### config.mk
export PLATFORM = sky130hd
export DESIGN_NAME = snapcnt_top
export DESIGN_NICKNAME = d
export VERILOG_FILES = /design/src/rtl/snapcnt_pkg.sv /design/src/rtl/snapcnt_decode.sv /design/src/rtl/snapcnt_counter.sv /design/src/rtl/snapcnt_tracker.sv /design/src/rtl/snapcnt_top.sv
export SDC_FILE = /design/constraint.sdc
export NUM_CORES = 1
export LEC_CHECK = 0
export CAP_MARGIN = 30
export CORE_MARGIN = 3
export CORE_UTILIZATION = 45
export CTS_BUF_LIST = sky130_fd_sc_hd__clkbuf_4 sky130_fd_sc_hd__clkbuf_8
export CTS_CLUSTER_DIAMETER = 120
export DETAILED_ROUTE_END_ITERATION = 12
export PLACE_DENSITY_LB_ADDON = 0.05
export SYNTH_ARGS = -nofsm -noshare
export SYNTH_HDL_FRONTEND = slang
export SYNTH_SLANG_ARGS = --single-unit
### constraint.sdc
create_clock -name clk -period 2.82 [get_ports clk]
set_input_delay 0.282 -clock clk [delete_from_list [all_inputs] [get_ports clk]]
set_output_delay 0.282 -clock clk [all_outputs]
set_load 0.02 [all_outputs]
### src/rtl/snapcnt_pkg.sv
package snapcnt_pkg;

  // Register selected by one bus access.
  typedef enum logic [1:0] {
    SEL_NONE = 2'd0,
    SEL_CTRL = 2'd1,
    SEL_LOW  = 2'd2,
    SEL_HIGH = 2'd3
  } reg_sel_e;

  // Bit holding the enable flag in the control register.
  localparam int unsigned ENABLE_BIT = 0;

endpackage

### src/rtl/snapcnt_decode.sv
module snapcnt_decode
  import snapcnt_pkg::*;
#(
  parameter int unsigned ADDR_W    = 12,
  parameter logic [ADDR_W-1:0] CTRL_ADDR = 12'h103,
  parameter logic [ADDR_W-1:0] LOW_ADDR  = 12'h104,
  parameter logic [ADDR_W-1:0] HIGH_ADDR = 12'h105
) (
  input  logic              bus_en,
  input  logic              bus_we,
  input  logic [ADDR_W-1:0] bus_addr,
  output reg_sel_e          sel,
  output logic              rd_any,
  output logic              low_rd,
  output logic              high_rd,
  output logic              ctrl_wr
);

  always_comb begin
    if (bus_addr == CTRL_ADDR)      sel = SEL_CTRL;
    else if (bus_addr == LOW_ADDR)  sel = SEL_LOW;
    else if (bus_addr == HIGH_ADDR) sel = SEL_HIGH;
    else                            sel = SEL_NONE;
  end

  assign rd_any  = bus_en && !bus_we;
  assign low_rd  = rd_any && (sel == SEL_LOW);
  assign high_rd = rd_any && (sel == SEL_HIGH);
  assign ctrl_wr = bus_en && bus_we && (sel == SEL_CTRL);

endmodule

### src/rtl/snapcnt_counter.sv
module snapcnt_counter #(
  parameter int unsigned CNT_W  = 64,
  localparam int unsigned HALF_W = CNT_W / 2
) (
  input  logic              clk,
  input  logic              rst,
  input  logic              enable,
  output logic [HALF_W-1:0] low_q,
  output logic [HALF_W-1:0] high_q,
  output logic              carry
);

  // Carry out of the low half at the coming edge.
  assign carry = enable && (low_q == {HALF_W{1'b1}});

  always_ff @(posedge clk) begin
    if (rst) begin
      low_q  <= '0;
      high_q <= '0;
    end else if (enable) begin
      low_q <= low_q + 1'b1;
      if (carry) high_q <= high_q + 1'b1;
    end
  end

endmodule

### src/rtl/snapcnt_tracker.sv
module snapcnt_tracker (
  input  logic clk,
  input  logic rst,
  input  logic low_rd,
  input  logic high_rd,
  input  logic carry,
  input  logic irq_taken,
  output logic armed,
  output logic prov_good,
  output logic verdict
);

  logic disturb;
  assign disturb = carry || irq_taken;

  always_ff @(posedge clk) begin
    if (rst) begin
      armed     <= 1'b0;
      prov_good <= 1'b0;
      verdict   <= 1'b0;
    end else if (low_rd) begin
      armed     <= 1'b1;
      prov_good <= !disturb;
      verdict   <= 1'b0;
    end else if (high_rd) begin
      armed     <= 1'b0;
      prov_good <= 1'b0;
      verdict   <= armed && prov_good;
    end else if (armed && disturb) begin
      prov_good <= 1'b0;
    end
  end

endmodule

### src/rtl/snapcnt_top.sv
module snapcnt_top
  import snapcnt_pkg::*;
#(
  parameter int unsigned CNT_W  = 64,
  parameter int unsigned BUS_W  = 32,
  parameter int unsigned ADDR_W = 12,
  parameter logic [ADDR_W-1:0] CTRL_ADDR = 12'h103,
  parameter logic [ADDR_W-1:0] LOW_ADDR  = 12'h104,
  parameter logic [ADDR_W-1:0] HIGH_ADDR = 12'h105
) (
  input  logic              clk,
  input  logic              rst,
  input  logic              bus_en,
  input  logic              bus_we,
  input  logic [ADDR_W-1:0] bus_addr,
  input  logic [BUS_W-1:0]  bus_wdata,
  input  logic              irq_taken,
  output logic [BUS_W-1:0]  rd_data,
  output logic              rd_valid
);

  localparam int unsigned HALF_W   = CNT_W / 2;
  localparam int unsigned VERDICT_BIT = BUS_W - 1;

  reg_sel_e          sel;
  logic              rd_any, low_rd, high_rd, ctrl_wr;
  logic              en_q, carry, armed, prov_good, verdict;
  logic [HALF_W-1:0] low_q, high_q;
  logic [CNT_W-1:0]  count;
  logic [BUS_W-1:0]  ctrl_word, rd_next;
  logic              unused_wdata;

  assign unused_wdata = ^bus_wdata[BUS_W-1:1];
  assign count = {high_q, low_q};

  snapcnt_decode #(
    .ADDR_W(ADDR_W), .CTRL_ADDR(CTRL_ADDR),
    .LOW_ADDR(LOW_ADDR), .HIGH_ADDR(HIGH_ADDR)
  ) u_decode (
    .bus_en(bus_en), .bus_we(bus_we), .bus_addr(bus_addr),
    .sel(sel), .rd_any(rd_any), .low_rd(low_rd),
    .high_rd(high_rd), .ctrl_wr(ctrl_wr)
  );

  snapcnt_counter #(.CNT_W(CNT_W)) u_counter (
    .clk(clk), .rst(rst), .enable(en_q),
    .low_q(low_q), .high_q(high_q), .carry(carry)
  );

  snapcnt_tracker u_tracker (
    .clk(clk), .rst(rst), .low_rd(low_rd), .high_rd(high_rd),
    .carry(carry), .irq_taken(irq_taken),
    .armed(armed), .prov_good(prov_good), .verdict(verdict)
  );

  // Control register: enable flag.
  always_ff @(posedge clk) begin
    if (rst)          en_q <= 1'b0;
    else if (ctrl_wr) en_q <= bus_wdata[ENABLE_BIT];
  end

  always_comb begin
    ctrl_word = '0;
    ctrl_word[ENABLE_BIT]  = en_q;
    ctrl_word[VERDICT_BIT] = verdict;
  end

  always_comb begin
    unique case (sel)
      SEL_CTRL: rd_next = ctrl_word;
      SEL_LOW:  rd_next = BUS_W'(low_q);
      SEL_HIGH: rd_next = BUS_W'(high_q);
      default:  rd_next = '0;
    endcase
  end

  // Registered read port.
  always_ff @(posedge clk) begin
    if (rst) begin
      rd_data  <= '0;
      rd_valid <= 1'b0;
    end else begin
      rd_valid <= rd_any;
      if (rd_any) rd_data <= rd_next;
    end
  end

endmodule

==> flow_summary.ini, run 1 <==
[sta]
setup_viol = 0
worst_pin_slew_ns = 0.772
fin_skew_ns = 0.00964
max_freq_mhz = 427
fin_crit_ns = 2.34
relSlewSlack_pct = 48.6
report.final.slew_viol_count = 0
rsz0062_at_grt = false
tns_ns = 0
post-route-period-util_pct = 83.1
worst_slack_ns = 0.476
hold_viol = 0

[logic_synthesis]
synth_edf_count = 0
synthCells = 527
synth-async-reset-ratio_pct = 0
ys.flop_type = dfxtp_1
ys_ff_latch = 101
synthTopCellsByArea = dfxtp_1 44%, nor2_1 6.8%, mux2_2 6.5%
yosysSeqAreaShare_pct = 43.5
synth_top_area_share_pct = 43.5
syn_area_per_cell_um2 = 8.81
ys_warn_count = 0
synth_area_mm2 = 0.00464
synth.distinct_cells = 37
synth_top_cell_by_area = dfxtp_1
synth_fp_nets = 578

[grt]
grt-ovfl-total = 0
gr-usage-all-layers_pct = 18.5
grt_start_max_net_pins = 42
grt_pass1_vias = 3670
grt_first_pass_wirelength_um = 17500
antenna_found_initial = 0

[cts]
clk_pin_slew_ns = 0.09
cts_hold_buf = 0
clock_sinks = 101
cts_resized = 0
numCtsBuffers = 9
ctsRootBufferMaster = clkbuf_8
cts_tree = yes
clkLatencyLatePin_ns = 0.36
clockBufferDepth = 2
cts-htree-levels = 3
post-cts-setup-buffers = 0

[floorplanning]
fp.dieArea_mm2 = 0.0116
design.portCount = 82
core_area_mm2 = 0.00991
die_y_um = 108
rows = 36
die_w_um = 108
initial_core_util_pct = 46.9

[drt]
routed_via_density = 5.49
drt-initial-drc-count = 167
wl_per_cell_um = 14.6
wirelength_um = 10400
first_pass_iters = 5
remaining_drc_errors = 0
ant_nets = 0
vias = 3912

[hold_path]
holdCritPathClass = flop to flop

[placed_design]
hpwl_um = 7360
place_area_mm2 = 0.00531
port_buffers = 50
gp_congestion = 0.807
pre_cts_ws_ns = 0.470

[power]
ir_worst_vdd_mv = 0.267
leakage_uw = 0.00193
power.density_mw_per_mm2 = 449

[setup_path]
crit_arrival_ns = 2.63
end_kind = flop
crit_chain = ha_1, nand4_1, nor4_4, buf_4, nand2_1, or4_1, a21oi_1
worst_setup_path_start_kind = flop
crit_fanout = 14
crit_required_ns = 3.10
critPathSlowestCell = or4_1
critPathTopFamily = simple AND/OR/NAND/NOR gates
path_class = flop to flop
critPathMaxStageDelay_ns = 0.53
path_buf_inv = 1

[final_layout]
nNetsFinal = 626
layout_common_cells = 101 x dfxtp_1, 84 x nor2_1, 49 x clkdlybuf4s50_1, 32 x nand4_1, 32 x a22oi_1
drive_gt1_share_pct = 11.9
syn_to_final_growth_pct = 19.2
design_area_mm2 = 0.00553
antennaDiodeCount = 0
fin_util_pct = 55.8
final_common_cell = dfxtp_1

[outcome]
status = completed

[run]
cap_violations = 0
==> final cells by class <==
| cell class | count | area (um2) |
|---|---|---|
| timing repair buffer | 66 | 616 |
| inverter | 5 | 18.8 |
| clock buffer | 12 | 165 |
| fill | 906 | 4380 |
| clock inverter | 4 | 55.1 |
| sequential | 101 | 2020 |
| multi-input combinational | 392 | 2490 |
| tap | 133 | 166 |
==> through the flow <==
step / hold WS (ns) / total power, uW / cells
2_1_floorplan: 0.418 / 1500 / 527
3_3_place_gp: 0.458 / 1540 / 697
3_5_place_dp: 0.464 / 1540 / 697
4_1_cts: 0.478 / 2510 / 713
5_1_grt: 0.515 / 2580 / 713
6_report: 0.479 / 2490 / 713
==> worst paths after layout <==
kind	cells after the start	startpoint	end	slack, ns
worst max-delay path	7	u_counter.low_q[0]$_SDFFE_PP0P_	u_counter.high_q[9]$_SDFFE_PP0P_	0.48
worst min-delay path	2	u_tracker.verdict$_SDFFE_PP0P_	u_tracker.verdict$_SDFFE_PP0P_	0.48
worst max register to register	7	u_counter.low_q[0]$_SDFFE_PP0P_	u_counter.high_q[9]$_SDFFE_PP0P_	0.48
worst min register to register	2	u_tracker.verdict$_SDFFE_PP0P_	u_tracker.verdict$_SDFFE_PP0P_	0.48
==> report_power, final <==
part / total (uW) / switching (uW) / internal (uW)
Combinational: 85.3 / 50.9 / 34.4
Sequential: 1430 / 0.150 / 1430
Clock: 974 / 488 / 486
==> state kept, by name, summed over array words and instances (netlist names) <==
signal	flops
u_tracker.armed	1
u_counter.high_q	32
u_tracker.verdict	1
u_tracker.prov_good	1
en_q	1
u_counter.low_q	32
rd_valid	1
rd_data	32
==> tightest hold or removal path, cell delays in order (launching register included) <==
cell	delay, ns
dfxtp_1	0.32
nand2b_1	0.07
a21oi_1	0.05
==> kinds of logic (layout without fill, tap and decap cells) <==
group	after synthesis	after routing	synth area share, %
buffers and inverters	34	87	2.96
multiplexers	29	29	6.98
AO/OA/AOI/OAI	97	97	13.1
flip-flops	101	101	43.5
adder cells (fa/ha/maj)	2	2	0.539
AND/OR/NAND/NOR	228	228	26.1
XOR/XNOR	36	36	6.79
==> layer usage <==
metal | global-route usage, % | vias up | wire (um)
met5 | 0 | - | 0
met4 | 5.14 | 0 | 131
met3 | 3.54 | 13 | 319
met2 | 29.6 | 58 | 4810
met1 | 25.6 | 1843 | 5140
li1 | - | 1998 | -
==> synthesized netlist by cell type, types with 2 or more instances <==
master and number:
dfxtp_1 101, nor2_1 84, a22oi_1 32, nand4_1 32, nand2_1 30, a21oi_1 28, mux2_2 27, xor2_1 26
clkbuf_1 25, o21ai_0 23, nand3_1 19, or3_1 18, xnor2_1 10, and3_1 8, or4_1 8, o31ai_1 7
inv_1 5, a22o_1 4, nor2b_1 4, nor4_1 4, and2_1 3, and4_1 3, nand2b_1 3, nor3_1 3
nor4_4 3, buf_2 2, buf_4 2, ha_1 2, mux2i_1 2, nand4_2 2
Power figures use the tool's default switching activity.
==> inputs of run 2 (changes only) <==
Clock period 2.82 ns to 2.25 ns, I/O delays scaled along.
==> flow_summary.ini, run 2 (same netlist as run 1, synthesis figures left out) <==
[power]
power.density_mw_per_mm2 = 549
leakage_uw = 0.00200
ir_worst_vdd_mv = 0.376

[floorplanning]
die_w_um = 108
die_y_um = 108
initial_core_util_pct = 46.9
fp.dieArea_mm2 = 0.0116
rows = 36
design.portCount = 82
core_area_mm2 = 0.00991

[cts]
ctsRootBufferMaster = clkbuf_8
cts-htree-levels = 3
numCtsBuffers = 9
cts_hold_buf = 0
clockBufferDepth = 2
clock_sinks = 101
clk_pin_slew_ns = 0.09
clkLatencyLatePin_ns = 0.36
cts_tree = yes

[drt]
vias = 3956
ant_nets = 0
wl_per_cell_um = 14.8
routed_via_density = 5.46
drt-initial-drc-count = 183
first_pass_iters = 4
wirelength_um = 10700
remaining_drc_errors = 0

[setup_path]
path_buf_inv = 1
critPathTopFamily = simple AND/OR/NAND/NOR gates
critical_path_depth = 6
crit_arrival_ns = 2.41
end_kind = flop
critPathCapture = u_counter.high_q[24]$_SDFFE_PP0P_
crit_chain = nand4_1, nor4_2, nand4_1, buf_6, or4_1, a21oi_1
timing.rr.end = u_counter.high_q[24]$_SDFFE_PP0P_
r2r-start = u_counter.high_q[12]$_SDFFE_PP0P_
critPathLaunch = u_counter.high_q[12]$_SDFFE_PP0P_
cp_common_cell = nand4_1
crit_required_ns = 2.54
critPathSlowestCell = or4_1
critPathMaxStageDelay_ns = 0.47
crit_fanout = 20
worst_setup_path_start_kind = flop
path_class = flop to flop
reg2regPathDepth = 6
r2r_slack_ns = 0.13

[sta]
fin_crit_ns = 2.12
rsz0062_at_grt = true
post-route-period-util_pct = 94.1
worst_pin_slew_ns = 0.751
tns_ns = 0
fin_skew_ns = 0.00691
relSlewSlack_pct = 49.9
hold_viol = 0
report.final.slew_viol_count = 0
max_freq_mhz = 472
setup_viol = 0

[grt]
grt_pass1_vias = 3595
busiest_layer = met2
grt-ovfl-total = 0
grtUsageMet2_pct = 29.2
grt_first_pass_wirelength_um = 17900
antenna_found_initial = 0
grt_start_max_net_pins = 42
use_met3_pct = 2.88
gr-usage-all-layers_pct = 19.2
use_met1_pct = 27.4

[outcome]
status = completed

[final_layout]
antennaDiodeCount = 0
nNetsFinal = 637
final_common_cell = dfxtp_1
largestRegisters = rd_data: 32 flops, u_counter.high_q: 32 flops, u_counter.low_q: 32 flops
fin_util_pct = 57.3
layout_common_cells = 100 x dfxtp_1, 84 x nor2_1, 49 x clkdlybuf4s50_1, 32 x nand4_1, 32 x a22oi_1
design_area_mm2 = 0.00568
syn_to_final_growth_pct = 22.3
drive_gt1_share_pct = 14.2

[placed_design]
place_area_mm2 = 0.00542
hpwl_um = 7510
gp_congestion = 0.794
port_buffers = 50

[hold_path]
min_path_cells = 2
holdCritPathClass = input port to flop

[run]
cap_violations = 0
run 2: cell types whose count changed in the layout (fill, tap and decap cells not counted), moves of 2 or more:
cell | previous run | this run
buf_4 | 16 | 23
buf_12 | 0 | 3
clkinv_4 | 2 | 0
nor4_1 | 4 | 2
nor4_2 | 1 | 3
run 2: worst min path at each step:
stage	slack [ns]	startpoint	endpoint
5_1_grt	0.41	bus_wdata[0]	en_q$_SDFFE_PP0P_
3_5_place_dp	0.46	u_tracker.verdict$_SDFFE_PP0P_	u_tracker.verdict$_SDFFE_PP0P_
2_1_floorplan	0.36	bus_wdata[0]	en_q$_SDFFE_PP0P_
3_3_place_gp	0.46	u_tracker.verdict$_SDFFE_PP0P_	u_tracker.verdict$_SDFFE_PP0P_
6_report	0.41	rst	rd_data[14]$_SDFFE_PP0P_
4_1_cts	0.40	rst	rd_data[14]$_SDFFE_PP0P_
run 2: per-stage QoR:
stage	std cells	worst slack [ns]	power (uW)	hold WS (ns)
6_report	724	0.132	3120	0.405
5_1_grt	724	-0.0105	3230	0.414
4_1_cts	722	-0.0219	3170	0.398
3_5_place_dp	706	-0.0339	1940	0.460
3_3_place_gp	706	0.0309	1940	0.457
2_1_floorplan	527	0.249	1880	0.361
run 2: where the power goes:
group | switching (uW) | internal [uW]
sequential | 0.147 | 1790
clock | 605 | 617
combinational | 64.9 | 46.7
total | 670 | 2450
run 2: worst reg2reg max path, stage by stage (launching register included):
cell and delay (ns):
dfxtp_1 0.42, nand4_1 0.19, nor4_2 0.40, nand4_1 0.22, buf_6 0.21, or4_1 0.47
a21oi_1 0.14
run 2: what timing repair did:
action	CTS	global route
pin swaps	0	5
endpoints found under the setup margin	3	19
endpoints found under the hold margin	0	0
setup buffers	0	2
resized for setup	1	5
run 2: layout make-up:
| type | count | area, um2 |
|---|---|---|
| clock buffer | 13 | 173 |
| fill | 914 | 4230 |
| sequential | 101 | 2020 |
| tap | 133 | 166 |
| inverter | 5 | 18.8 |
| multi-input combinational | 392 | 2520 |
| timing repair buffer | 77 | 739 |
| clock inverter | 3 | 42.5 |
run 2: metal layers:
metal | part of all wire [%] | up-vias
met5 | 0 | -
met4 | 1.5 | 0
met3 | 2.6 | 12
met2 | 45 | 56
met1 | 50 | 1861
li1 | - | 2027
==> inputs of run 3 (changes only) <==
Settings changed: CORE_UTILIZATION 45 to 35.
Clock period 2.25 ns to 1.95 ns, I/O delays scaled along.
==> flow_summary.ini, run 3 (same netlist as run 1, synthesis figures left out) <==
[cts]
ctsRootBufferMaster = clkbuf_8
cts-htree-levels = 3
clockBufferDepth = 2
cts_tree = yes
clock_sinks = 101
clk_pin_slew_ns = 0.10
numCtsBuffers = 9
clkLatencyLatePin_ns = 0.38

[outcome]
status = complete, but fails checks
failed_checks = negative setup slack

[grt]
grt_start_max_net_pins = 45
antenna_found_initial = 0
grt_pass1_vias = 4249
grt-ovfl-total = 0
gr-usage-all-layers_pct = 17.9
grt_first_pass_wirelength_um = 21200

[placed_design]
place_area_mm2 = 0.00592
port_buffers = 50
gp_congestion = 0.772
hpwl_um = 8790

[setup_path]
crit_arrival_ns = 2.28
timing.rr.end = u_counter.high_q[26]$_SDFFE_PP0P_
r2r_slack_ns = -0.03
critPathCapture = u_counter.high_q[26]$_SDFFE_PP0P_
critPathLaunch = u_counter.low_q[0]$_SDFFE_PP0P_
path_class = flop to flop
reg2regPathDepth = 7
crit_fanout = 20
r2r-start = u_counter.low_q[0]$_SDFFE_PP0P_
crit_required_ns = 2.25
end_kind = flop
worst_setup_path_start_kind = flop

[final_layout]
design_area_mm2 = 0.00630
nNetsFinal = 701
antennaDiodeCount = 0
drive_gt1_share_pct = 24.9
final_common_cell = dfxtp_1
layout_common_cells = 93 x dfxtp_1, 84 x nor2_1, 84 x buf_4, 49 x clkdlybuf4s50_1
syn_to_final_growth_pct = 35.7
largestRegisters = rd_data: 32 flops, u_counter.high_q: 32 flops, u_counter.low_q: 32 flops

[floorplanning]
core_area_mm2 = 0.0128
design.portCount = 82
die_w_um = 121
rows = 41
fp.dieArea_mm2 = 0.0147
die_y_um = 121
initial_core_util_pct = 36.4

[drt]
remaining_drc_errors = 0
routed_via_density = 5.14
wirelength_um = 12600
vias = 4249
ant_nets = 0
wl_per_cell_um = 15.2
drt-initial-drc-count = 246
first_pass_iters = 4

[power]
leakage_uw = 0.00243
power.density_mw_per_mm2 = 564
ir_worst_vdd_mv = 0.298

[hold_path]
holdCritPathClass = input port to flop

[run]
cap_violations = 0

[sta]
rsz0062_at_grt = true
hold_viol = 0
holdWs_ns = 0.411
report.final.slew_viol_count = 0
post-route-period-util_pct = 101
fin_crit_ns = 1.98
worst_slack_ns = -0.0254
relSlewSlack_pct = 38.7
setup_viol = 3
worst_pin_slew_ns = 0.920
max_freq_mhz = 506
fin_skew_ns = 0.00881
[run 3: through the flow]
step | power, uW | worst slack [ns] | util (%) | setup TNS [ns] | cells
floorplan | 2170 | 0.0907 | - | 0 | 527
global placement | 2240 | -0.199 | 46.4 | -1.10 | 804
detailed placement | 2250 | -0.198 | 46.4 | -1.33 | 804
CTS | 3620 | -0.0439 | 48.7 | -0.122 | 827
global route | 3700 | -0.167 | 49.3 | -1.66 | 827
finish | 3550 | -0.0254 | 49.3 | -0.0471 | 827
[run 3: worst max-delay path, cell delays in order (launching register included)]
cell,delay (ns)
dfxtp_2,0.36
ha_4,0.14
nand4_1,0.16
nor4_4,0.24
nand4_1,0.17
buf_6,0.20
or4_1,0.47
a21oi_1,0.14
[run 3: final cells by class]
cell class	instances	area, um2
flip-flops and latches	101	2030
fillers	1263	6470
repair buffers	140	1230
inverters	5	18.8
clock inverters	5	50.0
clock buffers	11	145
multi-input cells	393	2610
well taps	172	215
[run 3: repair_timing]
item                       CTS  global route
setup endpoints to repair   25            25
cloned                       1             0
pin swaps                    3             2
setup buffers                6             0
hold buffers                 0             0
resized for setup           10            22
[run 3: worst min path at each step]
stage          depth (start not counted)                                end                               from  slack [ns]
2_1_floorplan                          2                  en_q$_SDFFE_PP0P_                       bus_wdata[0]        0.33
5_1_grt                                3                  en_q$_SDFFE_PP0P_                       bus_wdata[0]        0.40
3_5_place_dp                           2     u_tracker.verdict$_SDFFE_PP0P_     u_tracker.verdict$_SDFFE_PP0P_        0.47
3_3_place_gp                           2  u_counter.high_q[24]$_SDFFE_PP0P_  u_counter.high_q[24]$_SDFFE_PP0P_        0.47
6_report                               3                  en_q$_SDFFE_PP0P_                       bus_wdata[0]        0.41
4_1_cts                                3                  en_q$_SDFFE_PP0P_                       bus_wdata[0]        0.38
[run 3: power by group]
group	leakage, uW	switching [uW]	internal, uW	total (uW)
registers	0.000817	0.190	2060	2060
logic	0.00150	76.6	57.9	134
clock network	0.000106	724	635	1360
total	0.00243	800	2750	3550
[run 3: routing by layer]
metal | vias up | routed length (um) | global-route usage [%]
met5 | - | 0 | 0
met4 | 0 | 127 | 5.04
met3 | 9 | 373 | 3.92
met2 | 56 | 5990 | 28.9
met1 | 2042 | 6110 | 24.2
li1 | 2142 | - | -
